## config.mk

```make
export PLATFORM = sky130hd
export DESIGN_NAME = insn_decoder
export DESIGN_NICKNAME = d
export VERILOG_FILES = /design/src/rtl/insn_dec_pkg.sv /design/src/rtl/insn_fields.sv /design/src/rtl/insn_imm.sv /design/src/rtl/insn_next_addr.sv /design/src/rtl/insn_reg_select.sv /design/src/rtl/insn_decoder.sv
export SDC_FILE = /design/constraint.sdc
export NUM_CORES = 1
export LEC_CHECK = 0
export BUFFER_PORTS_ARGS = -buffer_cell sky130_fd_sc_hd__buf_2
export CAP_MARGIN = 25
export CORE_AREA = 5 5 84 86
export DETAILED_ROUTE_END_ITERATION = 8
export DIE_AREA = 0 0 89 91
export MAX_ROUTING_LAYER = met4
export PLACE_DENSITY = 0.67
export REMOVE_ABC_BUFFERS = 1
export SYNTH_ARGS = -nofsm -noshare
export SYNTH_HDL_FRONTEND = slang
export SYNTH_SLANG_ARGS = --single-unit
```

## constraint.sdc

```tcl
create_clock -name vclk -period 6.1
set_input_delay 0.305 -clock vclk [all_inputs]
set_output_delay 0.305 -clock vclk [all_outputs]
set_load 0.05 [all_outputs]
```

## src/rtl/insn_dec_pkg.sv

```systemverilog
package insn_dec_pkg;
  localparam int unsigned OP_W = 4;
  localparam int unsigned FLD_W = 4;
  localparam logic [FLD_W-1:0] NULL_IDX = '1;

  localparam logic [OP_W-1:0] OP_HALT  = 4'h0;
  localparam logic [OP_W-1:0] OP_NOP   = 4'h1;
  localparam logic [OP_W-1:0] OP_MOVC  = 4'h2;
  localparam logic [OP_W-1:0] OP_MOVI  = 4'h3;
  localparam logic [OP_W-1:0] OP_STORE = 4'h4;
  localparam logic [OP_W-1:0] OP_LOAD  = 4'h5;
  localparam logic [OP_W-1:0] OP_ALU   = 4'h6;
  localparam logic [OP_W-1:0] OP_JUMP  = 4'h7;
  localparam logic [OP_W-1:0] OP_CALL  = 4'h8;
  localparam logic [OP_W-1:0] OP_RET   = 4'h9;
  localparam logic [OP_W-1:0] OP_PUSH  = 4'hA;
  localparam logic [OP_W-1:0] OP_POP   = 4'hB;

  typedef enum logic [1:0] {
    LEN_ZERO = 2'd0,
    LEN_ONE  = 2'd1,
    LEN_FULL = 2'd2
  } len_e;

  function automatic len_e op_len(input logic [OP_W-1:0] op);
    case (op)
      OP_NOP, OP_MOVC, OP_ALU, OP_RET, OP_PUSH, OP_POP:   return LEN_ONE;
      OP_MOVI, OP_STORE, OP_LOAD, OP_JUMP, OP_CALL:      return LEN_FULL;
      default:                                           return LEN_ZERO;
    endcase
  endfunction

  function automatic logic keeps_a(input logic [OP_W-1:0] op);
    case (op)
      OP_MOVC, OP_STORE, OP_LOAD, OP_ALU, OP_PUSH, OP_POP: return 1'b1;
      default:                                             return 1'b0;
    endcase
  endfunction

  function automatic logic keeps_b(input logic [OP_W-1:0] op);
    case (op)
      OP_MOVI, OP_CALL, OP_RET: return 1'b1;
      default:                  return keeps_a(op);
    endcase
  endfunction
endpackage

```

## src/rtl/insn_fields.sv

```systemverilog
module insn_fields
  import insn_dec_pkg::*;
#(
  parameter int unsigned WORD_W = 16
) (
  input  logic [WORD_W-1:0] word_i,
  output logic [OP_W-1:0]   opcode_o,
  output logic [FLD_W-1:0]  func_o,
  output logic [FLD_W-1:0]  ra_o,
  output logic [FLD_W-1:0]  rb_o,
  output logic              halt_o,
  output logic              illegal_o
);
  localparam int unsigned OP_LSB = WORD_W - OP_W;
  localparam int unsigned FN_LSB = OP_LSB - FLD_W;
  localparam int unsigned RA_LSB = FN_LSB - FLD_W;

  logic [FLD_W-1:0] raw_a, raw_b;

  assign opcode_o = word_i[OP_LSB +: OP_W];
  assign func_o   = word_i[FN_LSB +: FLD_W];
  assign raw_a    = word_i[RA_LSB +: FLD_W];
  assign raw_b    = word_i[0 +: FLD_W];

  always_comb begin
    ra_o = keeps_a(opcode_o) ? raw_a : NULL_IDX;
    rb_o = keeps_b(opcode_o) ? raw_b : NULL_IDX;
  end

  assign halt_o    = (opcode_o == OP_HALT);
  assign illegal_o = (opcode_o > OP_POP);

  always_comb begin
    if (ra_o != NULL_IDX) a_r2_a_implies_b: assert (keeps_b(opcode_o));
    if (halt_o) a_r10_flags_excl: assert (!illegal_o);
  end
endmodule

```

## src/rtl/insn_imm.sv

```systemverilog
module insn_imm
  import insn_dec_pkg::*;
#(
  parameter int unsigned WORD_W    = 16,
  parameter int unsigned IMM_WORDS = 4,
  localparam int unsigned IMM_W    = WORD_W * IMM_WORDS
) (
  input  logic [OP_W-1:0]  opcode_i,
  input  logic [IMM_W-1:0] words_i,
  output logic [IMM_W-1:0] imm_o
);
  logic use_imm;
  assign use_imm = (op_len(opcode_i) == LEN_FULL);

  for (genvar w = 0; w < IMM_WORDS; w++) begin : g_word
    // word 0 of words_i (most significant) is the second instruction word
    localparam int unsigned LSB = WORD_W * (IMM_WORDS - 1 - w);
    assign imm_o[LSB +: WORD_W] = use_imm ? words_i[LSB +: WORD_W] : '1;
  end
endmodule

```

## src/rtl/insn_next_addr.sv

```systemverilog
module insn_next_addr
  import insn_dec_pkg::*;
#(
  parameter int unsigned ADDR_W    = 24,
  parameter int unsigned IMM_WORDS = 4
) (
  input  logic [OP_W-1:0]   opcode_i,
  input  logic [ADDR_W-1:0] pc_i,
  output logic [ADDR_W-1:0] next_pc_o
);
  localparam logic [ADDR_W-1:0] FULL_LEN = ADDR_W'(IMM_WORDS + 1);

  logic [ADDR_W-1:0] step;

  always_comb begin
    case (op_len(opcode_i))
      LEN_ONE:  step = ADDR_W'(1);
      LEN_FULL: step = FULL_LEN;
      default:  step = '0;
    endcase
  end

  assign next_pc_o = pc_i + step;
endmodule

```

## src/rtl/insn_reg_select.sv

```systemverilog
module insn_reg_select
  import insn_dec_pkg::*;
(
  input  logic [OP_W-1:0]  opcode_i,
  input  logic [FLD_W-1:0] ra_i,
  input  logic [FLD_W-1:0] rb_i,
  output logic [FLD_W-1:0] src_a_o,
  output logic [FLD_W-1:0] src_b_o,
  output logic [FLD_W-1:0] dst_alu_o,
  output logic [FLD_W-1:0] dst_mem_o
);
  always_comb begin
    case (opcode_i)
      OP_MOVC, OP_STORE, OP_ALU, OP_CALL, OP_PUSH: src_a_o = ra_i;
      OP_RET, OP_POP:                              src_a_o = rb_i;
      default:                                     src_a_o = NULL_IDX;
    endcase

    case (opcode_i)
      OP_MOVC, OP_STORE, OP_LOAD, OP_ALU, OP_JUMP,
      OP_CALL, OP_RET, OP_PUSH, OP_POP:            src_b_o = rb_i;
      default:                                     src_b_o = NULL_IDX;
    endcase

    case (opcode_i)
      OP_MOVC, OP_MOVI, OP_ALU, OP_CALL,
      OP_RET, OP_PUSH, OP_POP:                     dst_alu_o = rb_i;
      default:                                     dst_alu_o = NULL_IDX;
    endcase

    case (opcode_i)
      OP_LOAD, OP_POP: dst_mem_o = ra_i;
      default:         dst_mem_o = NULL_IDX;
    endcase
  end
endmodule

```

## src/rtl/insn_decoder.sv

```systemverilog
module insn_decoder
  import insn_dec_pkg::*;
#(
  parameter int unsigned ADDR_W    = 24,
  parameter int unsigned WORD_W    = 16,
  parameter int unsigned IMM_WORDS = 4,
  localparam int unsigned IMM_W    = WORD_W * IMM_WORDS,
  localparam int unsigned INSTR_W  = WORD_W * (IMM_WORDS + 1)
) (
  input  logic [ADDR_W-1:0]  pc_i,
  input  logic [INSTR_W-1:0] instr_i,
  output logic [OP_W-1:0]    opcode_o,
  output logic [FLD_W-1:0]   func_o,
  output logic [FLD_W-1:0]   ra_o,
  output logic [FLD_W-1:0]   rb_o,
  output logic [IMM_W-1:0]   imm_o,
  output logic [ADDR_W-1:0]  next_pc_o,
  output logic [FLD_W-1:0]   src_a_o,
  output logic [FLD_W-1:0]   src_b_o,
  output logic [FLD_W-1:0]   dst_alu_o,
  output logic [FLD_W-1:0]   dst_mem_o,
  output logic               halt_o,
  output logic               illegal_o
);
  localparam logic [ADDR_W-1:0] FULL_LEN = ADDR_W'(IMM_WORDS + 1);

  insn_fields #(.WORD_W(WORD_W)) u_fields (
    .word_i    (instr_i[INSTR_W-1 -: WORD_W]),
    .opcode_o  (opcode_o),
    .func_o    (func_o),
    .ra_o      (ra_o),
    .rb_o      (rb_o),
    .halt_o    (halt_o),
    .illegal_o (illegal_o)
  );

  insn_imm #(.WORD_W(WORD_W), .IMM_WORDS(IMM_WORDS)) u_imm (
    .opcode_i (opcode_o),
    .words_i  (instr_i[IMM_W-1:0]),
    .imm_o    (imm_o)
  );

  insn_next_addr #(.ADDR_W(ADDR_W), .IMM_WORDS(IMM_WORDS)) u_next (
    .opcode_i  (opcode_o),
    .pc_i      (pc_i),
    .next_pc_o (next_pc_o)
  );

  insn_reg_select u_regsel (
    .opcode_i  (opcode_o),
    .ra_i      (ra_o),
    .rb_i      (rb_o),
    .src_a_o   (src_a_o),
    .src_b_o   (src_b_o),
    .dst_alu_o (dst_alu_o),
    .dst_mem_o (dst_mem_o)
  );

  always_comb begin
    if (halt_o || illegal_o) a_r4_stay_put: assert (next_pc_o == pc_i);
    if ((next_pc_o - pc_i) != FULL_LEN) a_r3_imm_default: assert (imm_o == '1);
    if (src_a_o != NULL_IDX) a_r6_src_a_field: assert (src_a_o == ra_o || src_a_o == rb_o);
    if (dst_alu_o != NULL_IDX) a_r8_dst_alu_b: assert (dst_alu_o == rb_o);
    if (dst_mem_o != NULL_IDX) a_r9_dst_mem_a: assert (dst_mem_o == ra_o);
  end
endmodule

```

---- Word-level counts from Yosys, hierarchy flattened ----
Memory sizes are Yosys's and may differ from the RTL's.
Cells that the tools add are included.
cells by class
  $add $sub $neg .......................... 1
  magnitude comparators ................... 1
  eq/ne operators ......................... 13
  muxes and demuxes ....................... 13
  reductions and logical operators ........ 8
operator list
  kind                                                                    number
  16-bit 2-to-1 mux                                                       4
  24-bit by 3-bit adder with 24-bit output                                1
  4-bit 2-to-1 mux                                                        5
  4-bit by 3-bit equality test with 1-bit output (second input constant)  4
  4-bit equality test (second input constant)                             4
  9-bit OR reduction                                                      1
  4-bit by 2-bit equality test with 1-bit output (second input constant)  2
  4-bit case mux with 2 select lines                                      1
  7-bit OR reduction                                                      1
  3-bit case mux with 2 select lines                                      1
  6-bit OR reduction                                                      1
  5-bit OR reduction                                                      1
  2-bit equality test (second input constant)                             2
  4-bit greater-than comparator (second input constant)                   1
  4-bit logical NOT                                                       1
  2-bit OR reduction                                                      2
  3-bit OR reduction                                                      1
  2-bit by 1-bit equality test with 1-bit output (second input constant)  1
  1-bit 2-to-1 mux                                                        2
word-level totals
  register bits ........................... 0
  bits in read-only memories .............. 64
  input port bits ......................... 104
  output and inout port bits .............. 122
  logic and storage cells ................. 38
  memories ................................ 2
memories
  memory            depth  width  rd ports  clocked after memory_dff  write ports  RTL line            source
  (name not given)  16     2      1         0                         0            insn_dec_pkg.sv:26  case (op)
  (name not given)  16     2      1         0                         0            insn_dec_pkg.sv:26

---- Longest topological paths before layout ----
  word-level depth ........................ 6
  depth in mapped cells ................... 13
  depth with buffers taken out ............ 12

---- By module ----
From an unflattened synthesis, not the netlist that was laid out.
second synthesis, totals
  cell total of the unflattened synthesis .. 307
  area total of the unflattened synthesis .. 1951.9 um^2
modules (own cells, without submodules)
  module           instances  cells each  area an instance (um^2)  seq. area each (um^2)
  insn_imm         1          159         924.6                    0.0
  insn_next_addr   1          77          568.0                    0.0
  insn_reg_select  1          43          274.0                    0.0
  insn_fields      1          28          185.2                    0.0

---- Worst setup path before layout ----
OpenSTA, ideal clock, no wires.
  path type ............................... input-to-output
  start ................................... input instr_i[76]
  end ..................................... output next_pc_o[13]
  data arrival time ....................... 2971 ps
  data required time ...................... 5795 ps
  slack ................................... 2824 ps
  cell stages on the path ................. 10
  buffers on the path ..................... 0
  path through ............................ inv_1 -> ha_1 -> mux2_2 -> o21ai_0 -> ha_1 -> ha_1 -> a31oi_1 -> nor3_1 -> nand4_1 -> xnor2_1
on the way
  word-level cells in the longest chain between the ends .. 4
  elaborated cells between the ends (all ways) .. 5
  those cells by class .................... add/sub: 1; eq/ne: 2; mux: 1; memory: 1
ends and longest elaborated chain
  what                                                                                   RTL line              source
  start, declared                                                                        insn_decoder.sv:11    input logic [INSTR_W-1:0] instr_i,
  memory 16 x 2 bit *                                                                    n/a
  2-bit equality test or 2-bit by 1-bit equality test with 1-bit output (tied branches)  insn_next_addr.sv:16  case (op_len(opcode_i))
  3-bit case mux with 2 select lines *                                                   insn_next_addr.sv:16
  24-bit by 3-bit adder with 24-bit output *                                             insn_next_addr.sv:23  assign next_pc_o = pc_i + step;
  end, declared                                                                          insn_decoder.sv:17    output logic [ADDR_W-1:0] next_pc_o,
Mark *: on every way between the ends. The rest lies on a longest branch, timed or not.

---- Worst setup path after layout ----
  start ................................... input instr_i[76]
  end ..................................... output next_pc_o[19]
Same word-level chain as after synthesis.

==> results.txt <==
* Dpl hpwl: 6860 um
* Final design utilization: 40.0%
- During synthesis, Yosys emitted a total of 0 warnings.
- Number of placed I/O pins: 226
* Final weighted congestion of routability-driven global placement: 0.849
- After floorplanning, the core was sized to cover 6200 um^2.
- In the final routed layout, each cell accounts on average for 15.2 um.
- The number of pins exceeding their max-slew limit in the final report is 0.
* GR Util met3: 5.43%
- Setup violations remaining at the end of the flow were counted as 0.
* Initial core utilization: 21.9%
- Final Cycle Share: 60.9%
- The mapped netlist covers 1360 um^2.
* GRT Resource Usage Total: 17.2%
- In this run the mean area of a mapped cell was 6.39 um^2.
- Summed over all cells, the static leakage comes to 0.00115 uW.
* Worst Path Required: 5.79 ns
- Global-route wire length before repair: 10700 um
* Share of synthesized cell area in and, or, nand and nor gates: 57.4%
- Global routing consumed, on the met2 layer, 30.6% of the routing resources.
- The cell family contributing the most delay on the critical path is buffers and inverters.
- Clock Buffer Count: 0
- The number of antenna violations at the first check in global routing was 8.
- Status: finished clean
* Number of library cell types mapped by synthesis: 33
- Most common cell in the synthesized netlist: sky130_fd_sc_hd__nand2b_1
* Vias per std cell: 4.45
- Summing the areas of all compound-gate instances in the mapped netlist gives 9.10% of the synthesized area.
- In the final design database the tool counted 530 nets.
- Fraction of synthesized cell area taken by the top area cell type: 34.0%
* Remaining global-route overflow: 0
- Synthesized instance count: 213
- Summing the areas of all xor and xnor instances in the mapped netlist gives 14.2% of the synthesized area.
- Grt peak-use layer: met2
- Delay of the slowest critical-path stage: 0.48 ns
* Peak supply drop: 0.0000629 V
- Unrepaired setup endpoints after global routing: no
- Pwr per Cell Area: 124 nW/um^2
- Length of the first detailed-routing pass in iterations: 7
- Seq/Total Area, Yosys: 0%
- The commonest cells after synthesis are 74 x sky130_fd_sc_hd__nand2b_1, 18 x sky130_fd_sc_hd__nand2_1, 18 x sky130_fd_sc_hd__xnor2_1.
* Total number of vias: 2225
- By area, the combinational part of the netlist is dominated by simple AND/OR/NAND/NOR gates.
* Width of the die: 89 um
- The critical path goes through buf_2, inv_1, ha_1, mux2_2, o21ai_0, ha_2, buf_4, ha_1, a31oi_1, nor2_1, nand4_1, xnor2_1, buf_2.
* Setup Total Neg Slack: 0 ns
- The number of global-route vias before repair came to 2012.
- Highest clock rate: 0.269 GHz
* CTS Hold Buffers Added: 0
- Buffers placed on the I/O ports in this run total 218.
* GRT met1 Usage: 18.4%
- At the pin with the least slew margin, the transition time is 0.604 ns.
- Once the clock tree was built, the setup fixing pass inserted 0 buffers.
- Largest area contributor in the synthesized netlist: sky130_fd_sc_hd__nand2b_1
- After the first detailed-routing iteration, the DRC count stood at 82.
- Summing all flip-flop and latch instances after layout gives 0 um^2.
- Relative to the synthesized area, the layout overhead comes to 82.4%.
- The worst setup path is captured at an output pin.
* Post-layout minimum cycle time: 3.72 ns
- Nature of the critical path startpoint: input pin
- The die covers 8100 um^2.
- CP Data Arrival Time: 3.41 ns
* Critical Path Fanout Max: 65
- CTS resizes: 0
- Fraction of layout cells with a size suffix above 1: 54.2%
- Wire length reported by the detailed router: 7620 um
* Number of placement rows: 29
- Main area contributors after synthesis: sky130_fd_sc_hd__nand2b_1 34%, sky130_fd_sc_hd__xnor2_1 12%, sky130_fd_sc_hd__ha_1 8.3%
- Of the total synthesized cell area, the portion taken by full adders, half adders and majority gates is 8.27%.
- Worst Setup Path Type: input pin to output pin
* DR DRC count: 0
- Slowest-stage cell, CP: sky130_fd_sc_hd__buf_4
- Measured along the y axis, the die boundary spans 91 um.
- Maximum number of pins on one net before global-route repair: 66
- Headroom to the max-slew limit came out at 59.8%.
* Fraction of synthesized area in multiplexers: 1.56%
- Final Hold Fails: 0
- The critical path contains buffers and inverters numbering 4 combined.
* Flip-flop and latch count: 0
- Worst min path class: input pin to output pin
- MaxCap Viol Count: 0
* Antenna-violating nets left: 0
-- worst paths after layout --
check	start	end	slack, ns	depth (start not counted)
min	instr_i[74]	func_o[2]	0.61	0
max	instr_i[76]	next_pc_o[19]	2.38	13
-- cell families (layout without fill, tap and decap cells) --
kind of cell             Yosys count  count (layout)
buffers and inverters             26             228
XOR/XNOR                          22              22
AND/OR/NAND/NOR                  134             134
AO/OA/AOI/OAI                     20              20
multiplexers                       2               2
adder cells (fa/ha/maj)            9               9
other                              0               8
-- final cells by class --
class / count / area, um^2
Fill cell: 681 / 3720
Multi-Input combinational cell: 187 / 1230
Timing Repair Buffer: 219 / 1100
Tap cell: 77 / 96.3
Inverter: 9 / 33.8
Antenna cell: 8 / 20.0
-- layer usage --
metal  share of wire (%)  routed length (um)  vias up
met5                   0                   0        -
met4                0.34                  26        0
met3                  14                1040        2
met2                  51                3890      127
met1                  35                2660      986
li1                    -                   -     1110
-- cell usage in the layout, fill, tap and decap left out, types with 2 or more instances in the layout --
cell type / instances
sky130_fd_sc_hd__o22ai_1: 5
sky130_fd_sc_hd__ha_1: 8
sky130_fd_sc_hd__nand2b_1: 74
sky130_fd_sc_hd__xnor2_1: 18
sky130_fd_sc_hd__a21oi_1: 2
sky130_fd_sc_hd__xor2_1: 4
sky130_fd_sc_hd__o21ai_0: 7
sky130_fd_sc_hd__nand3_1: 8
sky130_fd_sc_hd__nand2_1: 18
sky130_fd_sc_hd__diode_2: 8
sky130_fd_sc_hd__nor2b_1: 2
sky130_fd_sc_hd__nor3_1: 2
sky130_fd_sc_hd__nor2_1: 13
sky130_fd_sc_hd__buf_2: 218
sky130_fd_sc_hd__and3_1: 3
sky130_fd_sc_hd__inv_1: 9
sky130_fd_sc_hd__nand4_1: 7
-- metrics by stage --
stage,hold slack (ns),setup WS (ns),area (um^2),power [uW],std cells
4_1_cts,0.610,2.34,2460,309,492
2_1_floorplan,0.610,1.81,1260,211,196
3_5_place_dp,0.610,2.36,2460,309,492
6_report,0.610,2.38,2480,308,500
3_3_place_gp,0.610,2.49,2460,307,492
5_1_grt,0.610,2.07,2480,325,500
-- where the power goes --
group | switching [uW] | internal (uW) | total (uW)
logic | 226 | 81.4 | 308
clock network | 0 | 0.000176 | 0.000176
registers | 0 | 0 | 0
Note: power is estimated with default switching activity, not from simulation.
